--- config.mk ---
export PLATFORM = sky130hd
export DESIGN_NAME = sdram_init_seq
export DESIGN_NICKNAME = d
export VERILOG_FILES = /design/src/rtl/sdram_init_pkg.sv /design/src/rtl/sdram_init_regs.sv /design/src/rtl/sdram_init_timer.sv /design/src/rtl/sdram_init_fsm.sv /design/src/rtl/sdram_init_seq.sv
export SDC_FILE = /design/constraint.sdc
export NUM_CORES = 1
export LEC_CHECK = 0
export CAP_MARGIN = 0
export CORE_UTILIZATION = 30
export DETAILED_ROUTE_END_ITERATION = 8
export SLEW_MARGIN = 30
export SYNTH_ARGS = -nofsm -noshare
export SYNTH_HDL_FRONTEND = slang
export SYNTH_SLANG_ARGS = --single-unit
--- constraint.sdc ---
create_clock -name clk -period 3.6 [get_ports clk]
set_input_delay 0.36 -clock clk [delete_from_list [all_inputs] [get_ports clk]]
set_output_delay 0.36 -clock clk [all_outputs]
set_load 0.1 [all_outputs]
--- src/rtl/sdram_init_pkg.sv ---
package sdram_init_pkg;
  typedef enum logic [1:0] {
    CMD_NOP       = 2'b00,
    CMD_PRE_ALL   = 2'b01,
    CMD_LOAD_MODE = 2'b10,
    CMD_AUTO_REF  = 2'b11
  } sdram_cmd_e;

  localparam logic [1:0] ADDR_CTRL  = 2'd0;
  localparam logic [1:0] ADDR_TIM_A = 2'd1;
  localparam logic [1:0] ADDR_TIM_B = 2'd2;

  localparam int CTRL_EN_BIT    = 0;
  localparam int CTRL_GO_BIT    = 1;
  localparam int CTRL_ORDER_BIT = 2;

  localparam int LMR_GAP = 2;
endpackage

--- src/rtl/sdram_init_regs.sv ---
module sdram_init_regs
  import sdram_init_pkg::*;
#(
  parameter int TW        = 4,
  parameter int DW        = 16,
  parameter int RST_TRP   = 2,
  parameter int RST_TRAS  = 5,
  parameter int RST_TRC   = 7,
  parameter int RST_TRFC  = 6,
  parameter int RST_TXSR  = 7,
  parameter bit RST_ORDER = 1'b1
) (
  input  logic          clk,
  input  logic          rst_n,
  input  logic          wr_en,
  input  logic [1:0]    wr_addr,
  input  logic [DW-1:0] wr_data,
  output logic          en,
  output logic          order,
  output logic [TW-1:0] trp,
  output logic [TW-1:0] trfc,
  output logic          cfg_err,
  output logic          start_req
);
  logic          en_q, en_d, order_q, order_d;
  logic [TW-1:0] trp_q, trp_d, tras_q, tras_d, trc_q, trc_d;
  logic [TW-1:0] trfc_q, trfc_d, txsr_q, txsr_d;
  logic [TW:0]   sum_w, max_w;
  logic          unused_wdata;

  assign unused_wdata = ^wr_data[DW-1:3*TW];

  always_comb begin
    en_d    = en_q;
    order_d = order_q;
    trp_d   = trp_q;
    tras_d  = tras_q;
    trc_d   = trc_q;
    trfc_d  = trfc_q;
    txsr_d  = txsr_q;
    if (wr_en) begin
      case (wr_addr)
        ADDR_CTRL: begin
          en_d = wr_data[CTRL_EN_BIT];
          if (!en_q) order_d = wr_data[CTRL_ORDER_BIT];
        end
        ADDR_TIM_A: if (!en_q) begin
          trp_d  = wr_data[0*TW +: TW];
          tras_d = wr_data[1*TW +: TW];
          trc_d  = wr_data[2*TW +: TW];
        end
        ADDR_TIM_B: if (!en_q) begin
          trfc_d = wr_data[0*TW +: TW];
          txsr_d = wr_data[1*TW +: TW];
        end
        default: ;
      endcase
    end
  end

  always_ff @(posedge clk or negedge rst_n) begin
    if (!rst_n) begin
      en_q    <= 1'b1;
      order_q <= RST_ORDER;
      trp_q   <= TW'(RST_TRP);
      tras_q  <= TW'(RST_TRAS);
      trc_q   <= TW'(RST_TRC);
      trfc_q  <= TW'(RST_TRFC);
      txsr_q  <= TW'(RST_TXSR);
    end else begin
      en_q    <= en_d;
      order_q <= order_d;
      trp_q   <= trp_d;
      tras_q  <= tras_d;
      trc_q   <= trc_d;
      trfc_q  <= trfc_d;
      txsr_q  <= txsr_d;
    end
  end

  always_comb begin
    sum_w = {1'b0, tras_q} + {1'b0, trp_q};
    max_w = {1'b0, trc_q};
    if ({1'b0, trfc_q} > max_w) max_w = {1'b0, trfc_q};
    if ({1'b0, txsr_q} > max_w) max_w = {1'b0, txsr_q};
  end

  assign cfg_err   = sum_w < max_w;
  assign start_req = wr_en && (wr_addr == ADDR_CTRL) && wr_data[CTRL_GO_BIT];
  assign en        = en_q;
  assign order     = order_q;
  assign trp       = trp_q;
  assign trfc      = trfc_q;

  // timing fields hold while the controller is enabled
  a_r9_timing_locked: assert property (@(posedge clk) disable iff (!rst_n)
    en_q |=> ($stable(trp_q) && $stable(tras_q) && $stable(trc_q)
              && $stable(trfc_q) && $stable(txsr_q)));
  // order bit holds while enabled
  a_r10_order_locked: assert property (@(posedge clk) disable iff (!rst_n)
    en_q |=> $stable(order_q));
endmodule

--- src/rtl/sdram_init_timer.sv ---
module sdram_init_timer #(
  parameter int TW = 4
) (
  input  logic          clk,
  input  logic          rst_n,
  input  logic          load,
  input  logic [TW-1:0] load_val,
  output logic          expire
);
  logic [TW-1:0] cnt_q, cnt_d;

  always_comb begin
    cnt_d = cnt_q;
    if (load)              cnt_d = load_val;
    else if (cnt_q != '0)  cnt_d = cnt_q - TW'(1);
  end

  always_ff @(posedge clk or negedge rst_n) begin
    if (!rst_n) cnt_q <= '0;
    else        cnt_q <= cnt_d;
  end

  assign expire = (cnt_q == TW'(1));

  // an unloaded, running count steps down by one per cycle
  a_r6_count_down: assert property (@(posedge clk) disable iff (!rst_n)
    (!load && cnt_q > TW'(1)) |=> (cnt_q == $past(cnt_q) - TW'(1)));
  // a load never leaves the counter idle
  a_r12_load_nonzero: assert property (@(posedge clk) disable iff (!rst_n)
    load |=> (cnt_q != '0));
endmodule

--- src/rtl/sdram_init_fsm.sv ---
module sdram_init_fsm
  import sdram_init_pkg::*;
#(
  parameter int TW   = 4,
  parameter int NREF = 8
) (
  input  logic          clk,
  input  logic          rst_n,
  input  logic          start_req,
  input  logic          en,
  input  logic          cfg_err,
  input  logic          order,
  input  logic [TW-1:0] trp,
  input  logic [TW-1:0] trfc,
  input  logic          expire,
  output logic          load,
  output logic [TW-1:0] load_val,
  output sdram_cmd_e    cmd,
  output logic          cmd_stb,
  output logic          busy,
  output logic          done
);
  localparam int NSTEP = NREF + 2;
  localparam int SW    = $clog2(NSTEP);
  localparam logic [SW-1:0] LAST = SW'(NSTEP - 1);

  logic          busy_q, busy_d, stb_q, stb_d, done_q, done_d;
  logic [SW-1:0] step_q, step_d;
  sdram_cmd_e    cmd_q, cmd_d;
  logic          go;

  function automatic sdram_cmd_e cmd_for(input logic [SW-1:0] s, input logic ord);
    if (s == '0)             return CMD_PRE_ALL;
    else if (ord)            return (s == SW'(1)) ? CMD_LOAD_MODE : CMD_AUTO_REF;
    else                     return (s == LAST)   ? CMD_LOAD_MODE : CMD_AUTO_REF;
  endfunction

  function automatic logic [TW-1:0] gap_for(input sdram_cmd_e c,
                                            input logic [TW-1:0] rp,
                                            input logic [TW-1:0] rfc);
    case (c)
      CMD_PRE_ALL:  return (rp  == '0) ? TW'(1) : rp;
      CMD_AUTO_REF: return (rfc == '0) ? TW'(1) : rfc;
      default:      return TW'(LMR_GAP);
    endcase
  endfunction

  assign go = start_req && en && !cfg_err && !busy_q;

  always_comb begin
    busy_d   = busy_q;
    step_d   = step_q;
    cmd_d    = CMD_NOP;
    stb_d    = 1'b0;
    done_d   = 1'b0;
    load     = 1'b0;
    load_val = '0;
    if (!busy_q) begin
      if (go) begin
        busy_d   = 1'b1;
        step_d   = '0;
        cmd_d    = CMD_PRE_ALL;
        stb_d    = 1'b1;
        load     = 1'b1;
        load_val = gap_for(CMD_PRE_ALL, trp, trfc);
      end
    end else if (expire) begin
      if (step_q == LAST) begin
        busy_d = 1'b0;
        done_d = 1'b1;
      end else begin
        step_d   = step_q + SW'(1);
        cmd_d    = cmd_for(step_d, order);
        stb_d    = 1'b1;
        load     = 1'b1;
        load_val = gap_for(cmd_d, trp, trfc);
      end
    end
  end

  always_ff @(posedge clk or negedge rst_n) begin
    if (!rst_n) begin
      busy_q <= 1'b0;
      step_q <= '0;
      cmd_q  <= CMD_NOP;
      stb_q  <= 1'b0;
      done_q <= 1'b0;
    end else begin
      busy_q <= busy_d;
      step_q <= step_d;
      cmd_q  <= cmd_d;
      stb_q  <= stb_d;
      done_q <= done_d;
    end
  end

  assign cmd     = cmd_q;
  assign cmd_stb = stb_q;
  assign busy    = busy_q;
  assign done    = done_q;

  // every run opens with Precharge All
  a_r2_first_precharge: assert property (@(posedge clk) disable iff (!rst_n)
    $rose(busy_q) |-> (stb_q && cmd_q == CMD_PRE_ALL));
  // strobes only carry real commands and only inside a run
  a_r6_stb_in_run: assert property (@(posedge clk) disable iff (!rst_n)
    stb_q |-> (busy_q && cmd_q != CMD_NOP));
  // done is single-cycle and never overlaps busy
  a_r7_done_idle: assert property (@(posedge clk) disable iff (!rst_n)
    done_q |-> !busy_q);
  a_r7_done_pulse: assert property (@(posedge clk) disable iff (!rst_n)
    done_q |=> !done_q);
  // a run only begins from idle
  a_r11_no_restart: assert property (@(posedge clk) disable iff (!rst_n)
    busy_q |=> (!busy_q || step_q >= $past(step_q)));
endmodule

--- src/rtl/sdram_init_seq.sv ---
module sdram_init_seq
  import sdram_init_pkg::*;
#(
  parameter int TW   = 4,
  parameter int DW   = 16,
  parameter int NREF = 8
) (
  input  logic          clk,
  input  logic          rst_n,
  input  logic          wr_en,
  input  logic [1:0]    wr_addr,
  input  logic [DW-1:0] wr_data,
  output logic [1:0]    cmd,
  output logic          cmd_stb,
  output logic          busy,
  output logic          done,
  output logic          cfg_err
);
  logic [1:0]    rst_sync_q;
  logic          rst_n_int;
  logic          en_w, order_w, start_w, load_w, expire_w;
  logic [TW-1:0] trp_w, trfc_w, load_val_w;
  sdram_cmd_e    cmd_w;

  always_ff @(posedge clk or negedge rst_n) begin
    if (!rst_n) rst_sync_q <= 2'b00;
    else        rst_sync_q <= {rst_sync_q[0], 1'b1};
  end
  assign rst_n_int = rst_sync_q[1];

  sdram_init_regs #(.TW(TW), .DW(DW)) u_regs (
    .clk(clk), .rst_n(rst_n_int), .wr_en(wr_en), .wr_addr(wr_addr),
    .wr_data(wr_data), .en(en_w), .order(order_w), .trp(trp_w),
    .trfc(trfc_w), .cfg_err(cfg_err), .start_req(start_w)
  );

  sdram_init_timer #(.TW(TW)) u_timer (
    .clk(clk), .rst_n(rst_n_int), .load(load_w), .load_val(load_val_w),
    .expire(expire_w)
  );

  sdram_init_fsm #(.TW(TW), .NREF(NREF)) u_fsm (
    .clk(clk), .rst_n(rst_n_int), .start_req(start_w), .en(en_w),
    .cfg_err(cfg_err), .order(order_w), .trp(trp_w), .trfc(trfc_w),
    .expire(expire_w), .load(load_w), .load_val(load_val_w),
    .cmd(cmd_w), .cmd_stb(cmd_stb), .busy(busy), .done(done)
  );

  assign cmd = cmd_w;
endmodule

==> results.md <==
| Metric | Value | Unit |
| --- | --- | --- |
| Pin count of the biggest net entering global routing | 36 | - |
| Initial drt markers | 81 | - |
| Hold_ws | 0.2237 | ns |
| Die extent in y | 87.19 | um |
| Nature of the critical path endpoint | primary output | - |
| Post-route standard cell area excluding fillers | 0.003020 | mm^2 |
| Number of flops mapped to enable cells by yosys | 0 | - |
| Data arrival time at the worst-slack endpoint | 3.99 | ns |
| Synthesized area per cell | 10.47 | um^2 |
| Proportion of layout cells with a drive suffix above 1 | 38.81 | % |
| IR Drop Worst-Case VDD | 0.4654 | mV |
| Max-slew headroom at the worst pin | 35.13 | % |
| Clk sinks | 37 | - |
| Proportion of register bits with asynchronous set or reset after synthesis | 100.0 | % |
| First-pass iteration count of the detailed router | 4 | - |
| Critical path class | flip-flop to primary output | - |
| Final weighted congestion of routability-driven global placement | 0.7911 | - |
| Synth Cell Area | 0.002177 | mm^2 |
| Sequential area share after synthesis | 43.28 | % |
| R2R depth | 23 | - |
| Result of the run | complete, but fails checks | - |
| Master cell of the clock root buffer | sky130_fd_sc_hd__clkbuf_8 | - |
| Worst Clk Skew | 0.01300 | ns |
| Final antenna-violating net count | 0 | - |
| Routed WL per cell | 13.62 | um |
| Antenna cells | 0 | - |
| GRT Total Usage | 14.51 | % |
| Count of cell types in the netlist | 44 | - |
| Total number of placement rows | 30 | - |
| Top FF cell, synth | sky130_fd_sc_hd__dfrtp_1 | - |
| Crit path setup slack, layout | -0.7504 | ns |
| Setup-violating endpoint count in the final report | 12 | - |
| Setup Total Neg Slack | -6.538 | ns |
| FILL cells | 690 | - |
| Mapped Nets | 252 | - |
| Worst-skew pair later-pin latency | 0.30 | ns |
| Placement-stage cell area | 0.002728 | mm^2 |
| Total number of nets in the final design | 311 | - |
| Number of levels the H-tree was split into | 2 | - |
| Die area | 0.007601 | mm^2 |
| Clk buf depth | 2 | - |
| Floorplan die width | 87.19 | um |
| CTS clock-pin slew for the worst setup and hold paths | 0.07 | ns |
| Launching element type of the critical path | flip-flop | - |
| Static leakage | 1.348 | nW |
| FMAX | 0.2299 | GHz |
| Number of register bits inferred by synthesis | 37 | - |
| Utilization of the core after routing | 43.73 | % |
| CTS tree | yes | - |
| Final critical delay including setup and external delays | 4.350 | ns |
| Via count of the first global-routing pass | 1781 | - |
| I/O Buffers | 22 | - |
| Path type of the worst min-delay path | input pin to asynchronous set/reset pin | - |
| Num CTS Buffers | 5 | - |
| Final HPWL from detailed placement | 3715 | um |
| Vias after detailed routing | 1702 | - |
| Crit share post-route | 120.8 | % |
| Initial cell density of the core | 31.52 | % |
| Area occupied by multi-input gates | 0.001301 | mm^2 |
| Instance count of the mapped netlist | 208 | - |
| Violated checks | setup timing | - |
| Number of synthesis warnings | 0 | - |
| GRT Residual Overflow | 0 | - |
| Global-route wire length before repair | 8376 | um |
| Antenna violations before repair | 0 | - |
| Count of boundary I/O pins | 27 | - |
| Maximum fanout count along the critical path | 6 | - |
| Core footprint | 0.006907 | mm^2 |
| Final Hold Fails | 0 | - |
| Area added between synthesis and finish | 38.74 | % |
| CP Data Required Time | 3.24 | ns |
| P per Cell Area | 1029 | mW/mm^2 |
| Number of max-cap violations | 0 | - |
| Storage cell area | 942.2 | um^2 |
| Slew at the pin closest to its max-slew limit | 0.9700 | ns |
| Final routed wirelength across all metal layers | 4957 | um |
| Most frequent cells in the layout | 27 x sky130_fd_sc_hd__buf_4, 24 x sky130_fd_sc_hd__dfrtp_1, 21 x sky130_fd_sc_hd__ha_1, 21 x sky130_fd_sc_hd__clkdlybuf4s50_1, 16 x sky130_fd_sc_hd__mux2_2 | - |
| RSZ-0062 raised after global routing | true | - |
| Number of slew-limit violations in the final report | 0 | - |
| Number of DRC violations after detailed routing | 0 | - |
| Commonest non-fill, non-tap cell in the layout | sky130_fd_sc_hd__buf_4 | - |
| Via-per-instance ratio | 4.676 | - |
==> timing repair <==
action / CTS / global route
gates resized for setup: 28 / 11
setup endpoints to repair: 12 / 12
pin swaps: 5 / 1
buffers inserted: 11 / 1
hold buffers: 0 / 0
==> synth_stat cells, types with 2 or more instances <==
cell,number,area share [%]
sky130_fd_sc_hd__a21o_2,2,0.80
sky130_fd_sc_hd__nor2_1,11,1.9
sky130_fd_sc_hd__xnor2_1,4,1.6
sky130_fd_sc_hd__mux2_2,16,8.3
sky130_fd_sc_hd__ha_1,22,13
sky130_fd_sc_hd__nand4_1,3,0.86
sky130_fd_sc_hd__o21ai_0,18,4.1
sky130_fd_sc_hd__nor2b_1,3,0.86
sky130_fd_sc_hd__nor3b_2,2,1.1
sky130_fd_sc_hd__nand3_1,4,0.92
sky130_fd_sc_hd__a21oi_1,7,1.6
sky130_fd_sc_hd__dfstp_2,13,16
sky130_fd_sc_hd__dfrtp_1,24,28
sky130_fd_sc_hd__inv_1,12,2.1
sky130_fd_sc_hd__nand2b_1,3,0.86
sky130_fd_sc_hd__o31ai_1,2,0.69
sky130_fd_sc_hd__xor2_1,4,1.6
sky130_fd_sc_hd__nand2_1,20,3.4
sky130_fd_sc_hd__and3_1,2,0.57
sky130_fd_sc_hd__a22oi_1,2,0.69
sky130_fd_sc_hd__a21o_1,6,2.1
sky130_fd_sc_hd__nor3_1,5,1.1
sky130_fd_sc_hd__a31oi_1,2,0.57
==> worst max-delay path, stage by stage, from the launching register on <==
cell and delay [ns]:
sky130_fd_sc_hd__dfstp_2 0.53, sky130_fd_sc_hd__inv_2 0.04, sky130_fd_sc_hd__ha_4 0.25, sky130_fd_sc_hd__nor2b_4 0.11
sky130_fd_sc_hd__o211ai_1 0.12, sky130_fd_sc_hd__a21boi_2 0.25, sky130_fd_sc_hd__nor2_1 0.08, sky130_fd_sc_hd__a21oi_2 0.13
sky130_fd_sc_hd__ha_1 0.27, sky130_fd_sc_hd__nor2b_4 0.14, sky130_fd_sc_hd__o211a_1 0.24, sky130_fd_sc_hd__o21ai_4 0.18
sky130_fd_sc_hd__nand2_1 0.07, sky130_fd_sc_hd__o21ai_1 0.08, sky130_fd_sc_hd__ha_1 0.26, sky130_fd_sc_hd__a21o_1 0.19
sky130_fd_sc_hd__a221oi_2 0.29, sky130_fd_sc_hd__buf_4 0.17, sky130_fd_sc_hd__o21a_4 0.13, sky130_fd_sc_hd__buf_12 0.17
==> state kept, by name (all words and copies together) (netlist names) <==
register and cells:
u_fsm.step_q 4, u_regs.tras_q 4, u_regs.trc_q 4, u_regs.trfc 4, u_regs.trp 4, u_regs.txsr_q 4
u_timer.cnt_q 4, rst_sync_q 2, u_fsm.cmd 2, u_fsm.busy 1, u_fsm.cmd_stb 1, u_fsm.done 1
u_regs.en 1, u_regs.order 1
==> cell families after synthesis <==
| group | after synthesis | share of synthesized area (%) |
|---|---|---|
| adder cells (fa/ha/maj) | 23 | 13.56 |
| AO/OA/AOI/OAI | 50 | 15.06 |
| other | 1 | 0.1722 |
| buffers and inverters | 15 | 3.046 |
| flip-flops | 37 | 43.28 |
| multiplexers | 16 | 8.276 |
| AND/OR/NAND/NOR | 58 | 13.39 |
| XOR/XNOR | 8 | 3.218 |
==> through the flow <==
step           setup WS [ns]  cells  total power [W]
2_1_floorplan        -0.4206    208         0.001889
5_1_grt               -1.022    364         0.003328
3_3_place_gp         -0.4722    349         0.002462
4_1_cts              -0.7304    364         0.003070
6_report             -0.7504    364         0.003107
3_5_place_dp         -0.6059    349         0.002495
==> power by group <==
part	total, W	switching (W)	internal (W)	leakage, nW
logic	0.00203	0.00107	0.000957	0.860
clock network	0.000376	0.000150	0.000226	0.0585
registers	0.000703	0.000124	0.000580	0.429
==> worst paths after layout <==
kind | startpoint | end | slack (ns)
hold reg to reg | rst_sync_q[1] | u_fsm.done | 0.25
max in group asynchronous | rst_sync_q[1] | u_regs.txsr_q[2] | 2.97
setup reg to reg | u_regs.trc_q[1] | u_timer.cnt_q[1] | -0.67
hold / removal | rst_n | rst_sync_q[1] | 0.22
setup / recovery | u_regs.trc_q[1] | cfg_err | -0.75
min in group clk | rst_sync_q[0] | rst_sync_q[1] | 0.35
==> layer usage <==
layer | routed length [um] | vias up | global-route usage, %
met5 | 0 | - | 0
met4 | 76 | 0 | 5.216
met3 | 111 | 7 | 3.318
met2 | 2513 | 21 | 25.05
met1 | 2256 | 811 | 17.73
li1 | - | 863 | -
==> cell type report <==
type,count,area share (%)
Clock buffer,7,2.858
Tap cell,96,3.977
Sequential cell,37,31.19
Clock inverter,1,0.9942
Inverter,13,1.698
Multi-Input combinational cell,156,43.08
Timing Repair Buffer,54,16.20
No activity file was read; power rests on OpenSTA's default activity.
